## src/rtl/rp_intx_pkg.sv

```systemverilog
package rp_intx_pkg;

   localparam int unsigned REG_W = 32;
   localparam int unsigned ADDR_W = 3;

   // Register word addresses
   typedef enum logic [ADDR_W-1:0] {
      REG_PEND  = 3'd0,
      REG_MASK  = 3'd1,
      REG_LINK  = 3'd2,
      REG_CTRL  = 3'd3,
      REG_HEADA = 3'd4,
      REG_HEADB = 3'd5
   } reg_sel_e;

   // Control/status field positions
   localparam int unsigned CTRL_BRIDGE_BIT = 0;
   localparam int unsigned CTRL_EMPTY_BIT  = 1;
   localparam int unsigned CTRL_OVF_BIT    = 2;
   localparam int unsigned CTRL_INTX_BIT   = 3;

   // Head word A field positions
   localparam int unsigned HEAD_VALID_BIT = 31;
   localparam int unsigned HEAD_LEVEL_BIT = 16;

endpackage

```

## src/rtl/rp_intx_ring.sv

```systemverilog
module rp_intx_ring #(
   parameter int unsigned DEPTH = 16,
   parameter int unsigned ENT_W = 19,
   localparam int unsigned PTR_W = (DEPTH > 1) ? $clog2(DEPTH) : 1
) (
   input  logic             clk,
   input  logic             rst_n,
   input  logic             push,
   input  logic [ENT_W-1:0] push_data,
   input  logic             pop,
   output logic [ENT_W-1:0] head_data,
   output logic             empty,
   output logic             push_ok,
   output logic             drop
);

   logic [PTR_W-1:0] wr_ptr, rd_ptr;
   logic [PTR_W-1:0] wr_nxt, rd_nxt;
   logic [DEPTH-1:0][ENT_W-1:0] mem_q;
   logic full;
   logic pop_ok;

   // Pointer advance: free wrap for powers of two, explicit wrap otherwise
   generate
      if ((DEPTH & (DEPTH - 1)) == 0) begin : g_pow2_wrap
         assign wr_nxt = wr_ptr + 1'b1;
         assign rd_nxt = rd_ptr + 1'b1;
      end else begin : g_mod_wrap
         assign wr_nxt = (wr_ptr == PTR_W'(DEPTH - 1)) ? '0 : wr_ptr + 1'b1;
         assign rd_nxt = (rd_ptr == PTR_W'(DEPTH - 1)) ? '0 : rd_ptr + 1'b1;
      end
   endgenerate

   // One slot stays free so equal pointers always mean empty
   assign empty   = (wr_ptr == rd_ptr);
   assign full    = (wr_nxt == rd_ptr);
   assign push_ok = push && !full;
   assign drop    = push && full;
   assign pop_ok  = pop && !empty;

   always_ff @(posedge clk) begin
      if (!rst_n) begin
         wr_ptr <= '0;
         rd_ptr <= '0;
      end else begin
         if (push_ok) wr_ptr <= wr_nxt;
         if (pop_ok)  rd_ptr <= rd_nxt;
      end
   end

   always_ff @(posedge clk) begin
      if (push_ok) mem_q[wr_ptr] <= push_data;
   end

   assign head_data = mem_q[rd_ptr];

endmodule

```

## src/rtl/rp_intx_pend.sv

```systemverilog
module rp_intx_pend #(
   parameter int unsigned WIDTH = 32
) (
   input  logic             clk,
   input  logic             rst_n,
   input  logic [WIDTH-1:0] set_vec,
   input  logic             clr_wr,
   input  logic [WIDTH-1:0] clr_vec,
   input  logic             mask_wr,
   input  logic [WIDTH-1:0] mask_in,
   output logic [WIDTH-1:0] pend_o,
   output logic [WIDTH-1:0] mask_o,
   output logic             irq_o
);

   logic [WIDTH-1:0] pend_q, pend_d, mask_q;

   // Per-bit write-one-to-clear with set priority
   generate
      for (genvar i = 0; i < WIDTH; i++) begin : g_bit
         assign pend_d[i] = set_vec[i] | (pend_q[i] & ~(clr_wr & clr_vec[i]));
      end
   endgenerate

   always_ff @(posedge clk) begin
      if (!rst_n) begin
         pend_q <= '0;
         mask_q <= '0;
      end else begin
         pend_q <= pend_d;
         if (mask_wr) mask_q <= mask_in;
      end
   end

   assign pend_o = pend_q;
   assign mask_o = mask_q;
   assign irq_o  = |(pend_q & mask_q);

endmodule

```

## src/rtl/rp_intx_queue.sv

```systemverilog
module rp_intx_queue
   import rp_intx_pkg::*;
#(
   parameter int unsigned DEPTH = 16,
   parameter int unsigned LANES = 4,
   parameter int unsigned SRC_W = 16,
   localparam int unsigned LANE_W = (LANES > 1) ? $clog2(LANES) : 1
) (
   input  logic              clk,
   input  logic              rst_n,
   input  logic              evt_valid,
   input  logic [LANE_W-1:0] evt_lane,
   input  logic              evt_level,
   input  logic [SRC_W-1:0]  evt_src,
   input  logic              link_up,
   input  logic              reg_wr,
   input  logic              reg_rd,
   input  logic [2:0]        reg_addr,
   input  logic [31:0]       reg_wdata,
   output logic [31:0]       reg_rdata,
   output logic              bridge_en,
   output logic              irq
);

   localparam int unsigned ENT_W = 1 + LANE_W + SRC_W;

   // Elaboration-time parameter checks
   generate
      if (DEPTH < 2) begin : g_bad_depth
         $error("rp_intx_queue: DEPTH must be at least 2");
      end
      if (LANES < 1 || LANES > 16) begin : g_bad_lanes
         $error("rp_intx_queue: LANES must lie in 1..16");
      end
      if (SRC_W < 1 || SRC_W > REG_W) begin : g_bad_src
         $error("rp_intx_queue: SRC_W must lie in 1..32");
      end
   endgenerate

   // Register decode
   logic wr_pend, wr_mask, wr_ctrl, wr_head;
   assign wr_pend = reg_wr && (reg_addr == REG_PEND);
   assign wr_mask = reg_wr && (reg_addr == REG_MASK);
   assign wr_ctrl = reg_wr && (reg_addr == REG_CTRL);
   assign wr_head = reg_wr && ((reg_addr == REG_HEADA) || (reg_addr == REG_HEADB));

   // Event queue
   logic [ENT_W-1:0] head_data;
   logic q_empty, push_ok, drop;

   rp_intx_ring #(
      .DEPTH (DEPTH),
      .ENT_W (ENT_W)
   ) u_ring (
      .clk       (clk),
      .rst_n     (rst_n),
      .push      (evt_valid),
      .push_data ({evt_level, evt_lane, evt_src}),
      .pop       (wr_head),
      .head_data (head_data),
      .empty     (q_empty),
      .push_ok   (push_ok),
      .drop      (drop)
   );

   // Head words, zero while empty
   logic [REG_W-1:0] head_a, head_b;
   always_comb begin
      head_a = '0;
      head_b = '0;
      if (!q_empty) begin
         head_a[HEAD_VALID_BIT] = 1'b1;
         head_a[HEAD_LEVEL_BIT] = head_data[ENT_W-1];
         head_a[LANE_W-1:0]     = head_data[SRC_W +: LANE_W];
         head_b[SRC_W-1:0]      = head_data[SRC_W-1:0];
      end
   end

   // Pending sources: raise events per lane, drops on bit LANES
   logic [REG_W-1:0] set_vec;
   always_comb begin
      set_vec = '0;
      if (push_ok && evt_level && (int'(evt_lane) < int'(LANES))) set_vec[evt_lane] = 1'b1;
      set_vec[LANES] = drop;
   end

   logic [REG_W-1:0] pend_word, mask_word;

   rp_intx_pend #(
      .WIDTH (REG_W)
   ) u_pend (
      .clk     (clk),
      .rst_n   (rst_n),
      .set_vec (set_vec),
      .clr_wr  (wr_pend),
      .clr_vec (reg_wdata),
      .mask_wr (wr_mask),
      .mask_in (reg_wdata),
      .pend_o  (pend_word),
      .mask_o  (mask_word),
      .irq_o   (irq)
   );

   // Control/status state
   logic bridge_q, ovf_q, intx_q;
   always_ff @(posedge clk) begin
      if (!rst_n) begin
         bridge_q <= 1'b0;
         ovf_q    <= 1'b0;
         intx_q   <= 1'b0;
      end else begin
         if (wr_ctrl) bridge_q <= reg_wdata[CTRL_BRIDGE_BIT];
         if (drop)    ovf_q    <= 1'b1;
         if (push_ok)
            intx_q <= 1'b1;
         else if (wr_ctrl && reg_wdata[CTRL_INTX_BIT])
            intx_q <= 1'b0;
      end
   end
   assign bridge_en = bridge_q;

   logic [REG_W-1:0] ctrl_word;
   always_comb begin
      ctrl_word = '0;
      ctrl_word[CTRL_BRIDGE_BIT] = bridge_q;
      ctrl_word[CTRL_EMPTY_BIT]  = q_empty;
      ctrl_word[CTRL_OVF_BIT]    = ovf_q;
      ctrl_word[CTRL_INTX_BIT]   = intx_q;
   end

   // Registered read port
   always_ff @(posedge clk) begin
      if (!rst_n) begin
         reg_rdata <= '0;
      end else if (reg_rd) begin
         case (reg_addr)
            REG_PEND:  reg_rdata <= pend_word;
            REG_MASK:  reg_rdata <= mask_word;
            REG_LINK:  reg_rdata <= REG_W'(link_up);
            REG_CTRL:  reg_rdata <= ctrl_word;
            REG_HEADA: reg_rdata <= head_a;
            REG_HEADB: reg_rdata <= head_b;
            default:   reg_rdata <= '0;
         endcase
      end
   end

endmodule

```

## config.mk

```make
export PLATFORM = sky130hd
export DESIGN_NAME = rp_intx_queue
export DESIGN_NICKNAME = d
export VERILOG_FILES = /design/src/rtl/rp_intx_pkg.sv /design/src/rtl/rp_intx_ring.sv /design/src/rtl/rp_intx_pend.sv /design/src/rtl/rp_intx_queue.sv
export SDC_FILE = /design/constraint.sdc
export NUM_CORES = 1
export LEC_CHECK = 0
export CORE_UTILIZATION = 50
export CTS_CLUSTER_DIAMETER = 40
export CTS_CLUSTER_SIZE = 14
export DETAILED_ROUTE_END_ITERATION = 16
export PLACE_DENSITY = 0.69
export SLEW_MARGIN = 40
export SYNTH_ARGS = -nofsm -noshare
export SYNTH_HDL_FRONTEND = slang
export SYNTH_SLANG_ARGS = --single-unit
```

## constraint.sdc

```tcl
create_clock -name clk -period 5.6 [get_ports clk]
set_clock_uncertainty 0.1 [all_clocks]
set_input_delay 1.12 -clock clk [delete_from_list [all_inputs] [get_ports clk]]
set_output_delay 1.12 -clock clk [all_outputs]
set_load 0.05 [all_outputs]
```

Word level (Yosys, flattened, before mapping). Index checks and enable logic that the tools add are counted.

Flip-flop bits (word level): 411. Input port bits: 60. Output and inout port bits: 34. Logic and storage cells: 199.

Add/subtract/negate cells: 2. Magnitude comparators: 5. Equal/unequal tests: 7. Multiplexer cells: 15. Bitwise gates (word level): 129. Reduce and logical (&&, ||, !) cells: 17.

Operator list (number): bitwise mux 304 bit (1); one-hot mux 32 bit (6 select lines) (1); binary-select mux 19 bit (select 4 bit) (1); demux 19 bit (select 4 bit) (1); AND 1 bit (64); 2-to-1 mux 19 bit (2); AND 32 bit (1); inverter 1 bit (32); OR reduction 32 bit (1); bitwise OR 1 bit (first input constant) (27); 2-to-1 mux 16 bit (1); logical AND 1 bit (11); less-than comparator 4 x 5 -> 1 bit (second input constant) (2); adder 4 x 1 -> 4 bit (second input constant) (2); == test 4 bit (2); == test 3 x 2 -> 1 bit (second input constant) (2); == test 3 bit (second input constant) (2); less-than comparator 2 x 6 -> 1 bit (second input constant) (1); 2-to-1 mux 1 bit (5); bitwise OR 1 bit (5); >= comparator 4 x 1 -> 1 bit (second input constant) (1); 2-to-1 mux 4 bit (1); == test 3 x 1 -> 1 bit (second input constant) (1); logical NOT 3 bit (1); 6 further kinds (7).

Longest topological paths before layout.
Word-level depth: 7. Gate-level depth with buffers: 8. Depth with buffers taken out: 6.

Hierarchy. Synthesis repeated with hierarchy kept, for this count alone.

Cell total of the unflattened synthesis: 1121. Area, all modules: 16900.0 µm².

Modules (own cells, without submodules): rp_intx_ring (instances 1, cells an instance 632, area each 12339.3 µm², sequential area each 9288.9 µm²); rp_intx_pend (instances 1, cells an instance 259, area each 2497.4 µm², sequential area each 1281.2 µm²); rp_intx_queue (instances 1, cells an instance 230, area each 2063.2 µm², sequential area each 700.7 µm²).

Least setup slack after synthesis. No wires, ideal clock.

Path kind: input to register. Start point: in evt_valid. End point: reg u_ring.mem_q[57] (netlist name), enable pin. Setup time: 419 ps. Arrival time: 2896 ps. Required time: 5081 ps. Slack: 2184 ps. Cell stages on the path: 4. Path buffers: 1. Path through: o41a_2 -> buf_2 -> nand2_2 -> nor3_1.

Word-level cells in the longest chain between the ends: 1.

RTL lines: start, declared (RTL line rp_intx_queue.sv:11) `input logic evt_valid,`; logical AND 1 bit (RTL line rp_intx_ring.sv:37) `assign push_ok = push && !full;`; end signal, assigned by index (RTL line rp_intx_ring.sv:52) `if (push_ok) mem_q[wr_ptr] <= push_data;`; end, declared (RTL line rp_intx_ring.sv:19) `logic [DEPTH-1:0][ENT_W-1:0] mem_q;`.

No other way between the ends. A chain may end at the register's enable or synchronous reset.

Worst setup path after layout.
Start point: reg u_pend.pend_q[2], in the netlist u_pend.pend_o[2]. End point: out irq.

Word-level cells in the longest chain between the ends: 2.

RTL lines: start, declared (RTL line rp_intx_pend.sv:16) `logic [WIDTH-1:0] pend_q, pend_d, mask_q;`; start signal, assigned (RTL line rp_intx_pend.sv:30) `pend_q <= pend_d;`; AND 32 bit (RTL line rp_intx_pend.sv:37) `assign irq_o = |(pend_q & mask_q);`; OR reduction 32 bit (RTL line rp_intx_pend.sv:37); end, declared (RTL line rp_intx_queue.sv:22) `output logic irq`.

No other way between the ends.

==> impl_metrics.toml <==
[pwr]
p_per_area_nw_per_um2 = 353.3
p_leak_uw = 0.006187
vdd_drop_max_mv = 0.2990
p_sw_uw = 1589
swShare_pct = 23.29
pwr-share-seq_pct = 49.7
internal-power_uw = 5235
p_comb_share_pct = 7.3
finalPower_uw = 6824
power_frac_clock_pct = 42.9

[yosys]
synth_cell_type_count = 51
synth_fp_nets = 1115
ys_warn_count = 0
ys_seq_area_share_pct = 68.31
synth_top_area_share_pct = 55.33
syn-cell-area_um2 = 16500
synth_flop_cell = "edfxtp_1"
syn-mean-instance-area_um2 = 15.71
synth_edf_count = 304
ys_async_sr_fraction_pct = 0
synth_area_leaders = "edfxtp_1 55%, dfxtp_1 13%, mux4_2 11%"
synth-seq-cells = 411
netlist_instances = 1050
yosys.area.top_type = "edfxtp_1"

[drt]
drc = 0
wl_um = 37120
vias = 9227
wire_per_inst_um = 22.97
viasPerCell = 5.710
dr.pass1.iters = 5
drt_iter0_markers = 784
ant_nets = 0

[die]
start_util_pct = 50.71
die_h_um = 183.7
fp-row-count = 66
ios = 94
die_area_um2 = 33730
core_area_um2 = 32540
die_w_um = 183.7

[cts]
ctsHoldBuffers = 0
path_clk_slew_ns = 0.06
post_cts_resized = 0
htreeDepth = 2
cts-root-buf = "clkbuf_16"
clock_sinks = 411
clockBufferDepth = 3
cts_made_buffers = 46
cts_tree = "built"
clk_latency_ns = 0.55
cts_setup_buffers = 0

[global_routing]
grt_pass1_wl_um = 55880
grtUsageTotal_pct = 22.44
grt_pass1_vias = 9292
grt_max_degree = 71
antenna_found_initial = 0
globalRoute.totalOverflow = 0

[layout]
diodes = 0
fin_nets = 1207
drive_above_1_share_pct = 19.93
syn_to_final_growth_pct = 17.07

[place]
numPortBuffers = 93
dpl.hpwl_um = 23210
routabilityCongestion = 0.7825

[setup_path]
cp-start-kind = "flop"
crit_required_ns = 4.38
crit_path_end_kind = "primary output"
arrival_ns = 2.69
crit_fanout = 3
r2r_cells = 5
rrSetupSlack_ns = 2.68
crit_type = "flop to primary output"

[status]
status = "finished, final reports clean"

[flow_run]
cap_viol_max_count = 0

[worst_hold_path]
hold_path_depth = 2
min_path_type = "flop to flop"

[timing]
drv_slew = 0
final-hold-violation-count = 0
relSlewSlack_pct = 48.34
tightest_slew_ns = 0.7725
finalSetupViolations = 0
finalSetupTns_ns = 0
rsz0062_at_grt = "no"
max_freq_mhz = 255.5
fin_crit_sh_pct = 69.88
period_minus_slack_ns = 3.913
-- critical path, stage by stage, from the launching register on --
cell	delay, ns
dfxtp_1	0.32
a22o_1	0.22
a221oi_1	0.25
nand3_1	0.10
or4_1	0.53
clkdlybuf4s50_1	0.72
-- layout by cell type, fill, tap and decap left out, types with 4 or more instances in the layout --
master,n
edfxtp_1,304
mux2i_1,32
and3_2,15
clkdlybuf4s50_1,89
inv_6,11
clkinv_2,4
mux2_2,36
clkbuf_16,46
dfxtp_1,104
xnor2_1,5
nor2b_1,22
nor2_1,6
buf_2,4
nand3_1,11
nor4_1,4
a22oi_1,24
o21ai_0,12
clkinvlp_4,7
xor2_1,6
mux4_2,78
o22ai_1,17
buf_4,14
nand2b_1,5
nand2_1,110
ha_1,5
a21oi_1,56
clkinv_1,4
a21boi_0,34
inv_1,26
a31oi_1,4
nor3_1,4
and2_1,20
-- worst paths after layout --
kind,startpoint,to
min reg2reg,u_pend.pend_o[28]$_SDFF_PN0_,u_pend.pend_o[28]$_SDFF_PN0_
max reg2reg,u_ring.wr_ptr[0]$_SDFFE_PN0P_,u_ring.mem_q[196]$_DFFE_PP_
max,u_pend.pend_o[2]$_SDFF_PN0_,irq
min,u_pend.pend_o[28]$_SDFF_PN0_,u_pend.pend_o[28]$_SDFF_PN0_
-- final cells by class --
type / count / area (um^2)
clock inverters: 34 / 330.3
clock buffers: 46 / 1151
flip-flops and latches: 411 / 11280
inverters: 26 / 97.59
repair buffers: 109 / 1047
multi-input cells: 548 / 4858
fillers: 2468 / 13220
well taps: 442 / 553.0
-- power by group through the flow --
stage | registers (uW) | logic (uW) | clock network [uW]
2_1_floorplan | 3450 | 292 | 0
3_3_place_gp | 3460 | 483 | 0
3_5_place_dp | 3470 | 491 | 0
4_1_cts | 3400 | 495 | 2970
5_1_grt | 3400 | 532 | 3090
6_report | 3390 | 500 | 2930
-- metrics by stage --
step | setup WS [ns] | std cells | util (%) | hold WS (ns) | instance area [um^2]
after detailed placement | 2.247 | 1535 | 54.77 | 0.3419 | 17820
after global routing | 1.520 | 1616 | 59.36 | 0.3738 | 19310
after CTS | 1.642 | 1615 | 59.32 | 0.3494 | 19300
after global placement | 2.030 | 1535 | 54.71 | 0.3340 | 17800
after floorplan | 2.184 | 1050 | - | 0.3225 | 16500
final | 1.687 | 1616 | 59.36 | 0.3526 | 19310
-- synth_stat cells, types with 4 or more instances --
master / number
a31oi_1: 4
mux2_2: 36
edfxtp_1: 304
buf_1: 5
nor2_1: 6
and2_1: 20
buf_4: 4
mux2i_1: 32
nor4_1: 4
a21oi_1: 56
dfxtp_1: 107
o22ai_1: 17
xnor2_1: 5
a22oi_1: 24
nand3_1: 11
nor3_1: 5
clkbuf_1: 37
and3_1: 18
nand2b_1: 5
nor2b_1: 22
o21ai_0: 12
buf_2: 17
nand2_1: 110
a21boi_0: 34
mux4_2: 78
inv_1: 26
ha_1: 5
xor2_1: 6
-- flip-flops by register name (all words and copies together), names as in the netlist --
name / flops
intx_q: 1
u_ring.mem_q: 304
ovf_q: 1
bridge_en: 1
u_ring.wr_ptr: 4
u_ring.rd_ptr: 4
u_pend.mask_o: 32
u_pend.pend_o: 32
reg_rdata: 32
-- logic make-up (layout without fill, tap and decap cells) --
kind of cell | Yosys count | after routing | share of synthesized area, %
simple gates | 215 | 215 | 6.340
buf+inv | 91 | 215 | 2.381
compound gates | 170 | 170 | 6.788
mux | 146 | 146 | 15.05
flops | 411 | 411 | 68.31
fa+ha+maj | 5 | 5 | 0.3792
xor+xnor | 12 | 12 | 0.7508
-- layer usage --
layer  track usage [%]  share of wire (%)  vias up
met5                 0                  0        -
met4             6.067                2.1        0
met3             3.823                6.2       49
met2             36.58                 48      284
met1             31.31                 44     4649
li1                  -                  -     4245
(Power assumes the default switching activity.)
